**config.mk**
```make
export PLATFORM = sky130hd
export DESIGN_NAME = spi_eeprom_seq
export DESIGN_NICKNAME = d
export VERILOG_FILES = /design/src/rtl/spi_eeprom_seq.sv
export SDC_FILE = /design/constraint.sdc
export NUM_CORES = 1
export LEC_CHECK = 0
export BUFFER_PORTS_ARGS = -buffer_cell sky130_fd_sc_hd__buf_2
export CORE_ASPECT_RATIO = 0.5
export CORE_MARGIN = 2
export CORE_UTILIZATION = 50
export CTS_CLUSTER_SIZE = 30
export DETAILED_ROUTE_END_ITERATION = 7
export GPL_ROUTABILITY_DRIVEN = 0
export PLACE_DENSITY = 0.73
export SYNTH_ARGS = -nofsm -noshare
export SYNTH_HDL_FRONTEND = slang
export SYNTH_SLANG_ARGS = --single-unit
```
**constraint.sdc**
```tcl
create_clock -name clk -period 1.8 [get_ports clk]
set_input_delay 0 -clock clk [delete_from_list [all_inputs] [get_ports clk]]
set_output_delay 0 -clock clk [all_outputs]
set_load 0.02 [all_outputs]
```
**src/rtl/spi_eeprom_seq.sv**
```systemverilog
`timescale 1ns/1ps
module spi_eeprom_seq #(
  parameter int CLK_DIV = 2,
  parameter int GAP     = 3
) (
  input  logic        clk,
  input  logic        rst_n,
  input  logic        req_valid,
  input  logic        req_write,
  input  logic [15:0] req_addr,
  input  logic [7:0]  req_wdata,
  output logic        busy,
  output logic        done,
  output logic [7:0]  rdata,
  output logic        cs_n,
  output logic        sclk,
  output logic        mosi,
  input  logic        miso
);
  localparam int DW = $clog2(CLK_DIV + 1);
  localparam int GW = $clog2(GAP + 1);

  typedef enum logic [2:0] {S_IDLE, S_LEAD, S_SHIFT, S_TRAIL, S_SPACE} state_t;
  typedef enum logic [1:0] {F_POLL, F_WREN, F_WRITE, F_READ} frame_t;

  state_t      state;
  frame_t      frame;
  logic [15:0] addr;
  logic [7:0]  wdata, tx, rx, rdata_q;
  logic [2:0]  bcnt;
  logic [1:0]  idx, last_idx;
  logic [DW-1:0] dcnt;
  logic [GW-1:0] gcnt;
  logic        sclk_q, wip, done_q, last_q;

  function automatic logic [7:0] byte_at(frame_t f, logic [1:0] i, logic [15:0] a, logic [7:0] d);
    case (f)
      F_POLL:  return (i == 2'd0) ? 8'h05 : 8'h00;
      F_WREN:  return 8'h06;
      F_WRITE: case (i)
                 2'd0: return 8'h02;
                 2'd1: return a[15:8];
                 2'd2: return a[7:0];
                 default: return d;
               endcase
      default: case (i)
                 2'd0: return 8'h03;
                 2'd1: return a[15:8];
                 2'd2: return a[7:0];
                 default: return 8'h00;
               endcase
    endcase
  endfunction

  assign last_idx = (frame == F_POLL) ? 2'd1 : (frame == F_WREN) ? 2'd0 : 2'd3;
  wire gap_end = (gcnt == GW'(GAP - 1));

  always_ff @(posedge clk or negedge rst_n) begin
    if (!rst_n) begin
      state <= S_IDLE; frame <= F_READ; addr <= '0; wdata <= '0;
      tx <= '0; rx <= '0; bcnt <= '0; idx <= '0; dcnt <= '0; gcnt <= '0;
      sclk_q <= 1'b0; wip <= 1'b0; rdata_q <= '0; done_q <= 1'b0; last_q <= 1'b0;
    end else begin
      done_q <= 1'b0;
      case (state)
        S_IDLE: if (req_valid) begin
          addr  <= req_addr;
          wdata <= req_wdata;
          frame <= req_write ? F_POLL : F_READ;
          tx    <= req_write ? 8'h05 : 8'h03;
          gcnt  <= '0;
          state <= S_LEAD;
        end
        S_LEAD: if (gap_end) begin
          gcnt <= '0; dcnt <= '0; bcnt <= '0; idx <= '0;
          state <= S_SHIFT;
        end else gcnt <= gcnt + 1'b1;
        S_SHIFT: if (dcnt == DW'(CLK_DIV - 1)) begin
          dcnt   <= '0;
          sclk_q <= !sclk_q;
          if (!sclk_q) rx <= {rx[6:0], miso};
          else if (bcnt != 3'd7) begin
            bcnt <= bcnt + 1'b1;
            tx   <= {tx[6:0], 1'b0};
          end else begin
            bcnt <= '0;
            if (frame == F_POLL && idx == 2'd1) wip <= rx[0];
            if (frame == F_READ && idx == 2'd3) rdata_q <= rx;
            if (idx == last_idx) begin
              state <= S_TRAIL;
              gcnt  <= '0;
            end else begin
              idx <= idx + 2'd1;
              tx  <= byte_at(frame, idx + 2'd1, addr, wdata);
            end
          end
        end else dcnt <= dcnt + 1'b1;
        S_TRAIL: if (gap_end) begin
          gcnt  <= '0;
          state <= S_SPACE;
          case (frame)
            F_POLL:  frame <= wip ? F_POLL : F_WREN;
            F_WREN:  frame <= F_WRITE;
            default: begin last_q <= 1'b1; done_q <= 1'b1; end
          endcase
        end else gcnt <= gcnt + 1'b1;
        default: if (gap_end) begin
          gcnt <= '0;
          if (last_q) begin
            last_q <= 1'b0;
            state  <= S_IDLE;
          end else begin
            state <= S_LEAD;
            tx    <= byte_at(frame, 2'd0, addr, wdata);
          end
        end else gcnt <= gcnt + 1'b1;
      endcase
    end
  end

  assign cs_n  = !(state == S_LEAD || state == S_SHIFT || state == S_TRAIL);
  assign busy  = (state != S_IDLE);
  assign done  = done_q;
  assign rdata = rdata_q;
  assign sclk  = sclk_q;
  assign mosi  = tx[7];

  AST_CS_EDGE_SCLK_LOW: assert property (@(posedge clk) disable iff (!rst_n)
    !$stable(cs_n) |-> !sclk);
  AST_SCLK_IDLE_LOW: assert property (@(posedge clk) disable iff (!rst_n)
    cs_n |-> !sclk);
  AST_MOSI_HELD_HIGH: assert property (@(posedge clk) disable iff (!rst_n)
    (sclk && $past(sclk)) |-> $stable(mosi));
  AST_DONE_ONE_CYCLE: assert property (@(posedge clk) disable iff (!rst_n)
    done |=> !done);
  AST_DONE_AT_CS_RISE: assert property (@(posedge clk) disable iff (!rst_n)
    done |-> (cs_n && !$past(cs_n)));
  AST_DONE_WHILE_BUSY: assert property (@(posedge clk) disable iff (!rst_n)
    done |-> busy);
endmodule

```
==> results.cfg <==
[logic_synthesis]
syn_area_per_cell_um2 = 12.1
synth-compound-area-share_pct = 15.6
synth_top_family_by_area = multiplexers
yosysWarnings = 0
synth_cells = 278
synth_adder_area_share_pct = 4.84
ys_top_cells_by_count = 64 x dfrtp_1, 43 x mux2_2, 14 x nor2_1
synth_xor_area_share_pct = 0.782
ys_types = 54
ys_async_sr_fraction_pct = 100
synth_ff_type = dfrtp_1
syn_area_mm2 = 0.00336
synth_edf_count = 0
synth.top_cell.area_share_pct = 47.7
synthTopCellsByArea = dfrtp_1 48%, mux2_2 14%, ha_1 4.8%
synth_mux_area_share_pct = 15.9
yosysTopAreaCell = dfrtp_1
synth_seq_cells = 66
ys_seq_area_share_pct = 49.2
post_synth_and_or_nand_nor_area_fraction_pct = 9.68
synth.net_count = 320
synth.most_common_cell = dfrtp_1

[drt]
wl_per_cell_um = 19.8
vias_per_cell = 5.89
drtPass1Iterations = 4
drtIter0Drc = 233
drtAntennaViolNets = 0
drc = 0
wl_um = 9670
via_count = 2873

[placed_design]
place_area_mm2 = 0.00398
portBuffers = 41
dp_hpwl_um = 5580

[sta]
max_freq_mhz = 525
hold_viol_final = 0
setup_ws_ps = -103
fin_crit_ps = 1900
clock_skew_ps = 5.30
fin_crit_sh_pct = 106
maxSlewViolCount = 0
setup_viol = 14
tightest_slew_ps = 526
rsz0062_at_grt = true
hold_slack_ps = 49.7
slew_headroom_pct = 64.7

[floorplanning]
die_area_mm2 = 0.00743
start_util_pct = 51.0
row_count = 21
die_y_um = 62.0
core_mm2 = 0.00660
ios = 42
die_x_um = 120

[flow_run]
max_cap_violations = 0

[setup_path]
worst_path_dominant_cell_family = flip-flops
crit_arrival_ps = 2150
cp-end-kind = flip-flop
crit_chain = inv_2 > ha_4 > xor2_4 > a21bo_4 > or4_4 > o22ai_2
reg2regPathDepth = 6
startpoint_type = flip-flop
critical_path.max_fanout = 3
required_ps = 2050
r2r_end = idx[1]
r2r_start = frame[1]
crit_path_start = frame[1]
cpPeakStageDelay_ps = 580
cp_slowest_cell = dfstp_2
crit_cells = 6
endpoint = idx[1]
r2r_setup_slack_ps = -100
path_buf_inv = 1
worst-setup-path-type = flip-flop to flip-flop

[power_and_ir_drop]
p_leak_uw = 0.00218
vdd_drop_max_v = 0.000436
powerDensity_mw_per_mm2 = 729

[status]
status = complete, but fails checks
violations = setup timing

[clock_network]
cts_tree = done
cts_root_buf = clkbuf_16
clockBufferDepth = 2
cts.reportedPaths.clkPinSlew_ps = 60
numCtsBuffers = 9
htreeDepth = 3
clkLatencyLatePin_ps = 330
cts.sinks = 66

[cells_and_area]
diodes = 0
regArea_mm2 = 0.00165
fill_cells = 388
finalInstanceArea_mm2 = 0.00485
area_growth_pct = 44.3
layout-drive-gt1-share_pct = 50.0
multiInputGateArea_mm2 = 0.00184
finalNetCount = 433

[global_routing]
grt_max_degree = 32
grt_pass1_vias = 2824
antenna_found_initial = 0
grt_pass1_wl_um = 14100
grt-ovfl-total = 0
grt.total_usage_pct = 25.3

[hold_path]
hold_class = input port to flip-flop
## per-layer routing
layer,up-vias,global-route usage [%],part of all wire (%)
met5,-,0,0
met4,0,10.3,1.9
met3,19,6.39,5.0
met2,124,42.4,49
met1,1468,32.7,45
li1,1262,-,-
## through the flow
step / setup slack (ps) / TNS [ps] / utilization, % / power (uW) / instances
final: -103 / -911 / 73.5 / 3540 / 488
after global routing: -131 / -1820 / 73.5 / 3640 / 488
after CTS: -37.3 / -71.9 / 70.4 / 3510 / 485
after detailed placement: -115 / -1010 / 60.3 / 1720 / 440
after global placement: -18.6 / -68.3 / 60.3 / 1710 / 440
after floorplan: -139 / -325 / - / 1630 / 278
## worst register-to-register path, stage by stage (launching register included)
cell,delay [ps]
dfstp_2,580
inv_2,80
ha_4,180
xor2_4,160
a21bo_4,220
or4_4,450
o22ai_2,150
## layout by cell type, fill, tap and decap left out, types with 4 or more instances in the layout
cell / count
mux2_2: 35
nor2_2: 4
a22oi_2: 5
inv_1: 10
buf_4: 41
o2bb2ai_1: 5
nor2_1: 10
dfrtp_1: 64
nor2b_1: 4
a21oi_1: 5
buf_6: 4
clkbuf_16: 9
dlygate4sd3_1: 26
mux2_4: 10
a22oi_1: 6
nand2_1: 11
ha_4: 4
a31oi_1: 9
o21ai_0: 8
buf_2: 41
ha_1: 6
## timing repair
item,CTS,global route
endpoints found under the setup margin,17,21
hold endpoints to repair,70,0
pin swaps,1,7
cloned,0,0
hold buffers,26,0
resized for setup,20,37
buffers inserted,3,5
## worst min-delay path by stage
stage	start	end	slack, ps	cells after the start
4_1_cts	req_write	tx[1]	40	4
6_report	req_write	tx[2]	50	3
3_5_place_dp	rst_n	rx[3]	-50	1
2_1_floorplan	rst_n	addr[0]	-300	0
5_1_grt	req_write	tx[2]	60	3
3_3_place_gp	rst_n	rdata[4]	-60	1
## logic make-up after synthesis
family                     count (synthesis)
AOI/OAI and AO/OA                         69
DFF                                       66
and+or+nand+nor                           55
muxes                                     47
buffers and inverters                     25
adders and majority gates                 13
xor gates and xnor gates                   3
## flip-flops by register name, summed over array words and instances, names as in the netlist
signal,flops
gcnt,2
tx,8
addr,16
sclk,1
idx,2
rx,8
last_q,1
done,1
bcnt,3
dcnt,2
frame,2
wip,1
rdata,8
state,3
wdata,8
## final cells by class
type	instances	share of cell area, %
inverters	11	0.851
flip-flops and latches	66	34.1
clock buffers	9	4.64
multi-input cells	187	38.0
repair buffers	116	18.4
well taps	92	2.37
clock inverters	7	1.57
## report_power, final
| group | switching, uW | internal [uW] | leakage, uW |
|---|---|---|---|
| Sequential | 35.1 | 1530 | 0.000840 |
| Combinational | 80.8 | 114 | 0.00119 |
| Clock | 700 | 1080 | 0.000142 |
No activity file was read; power rests on OpenSTA's default activity.
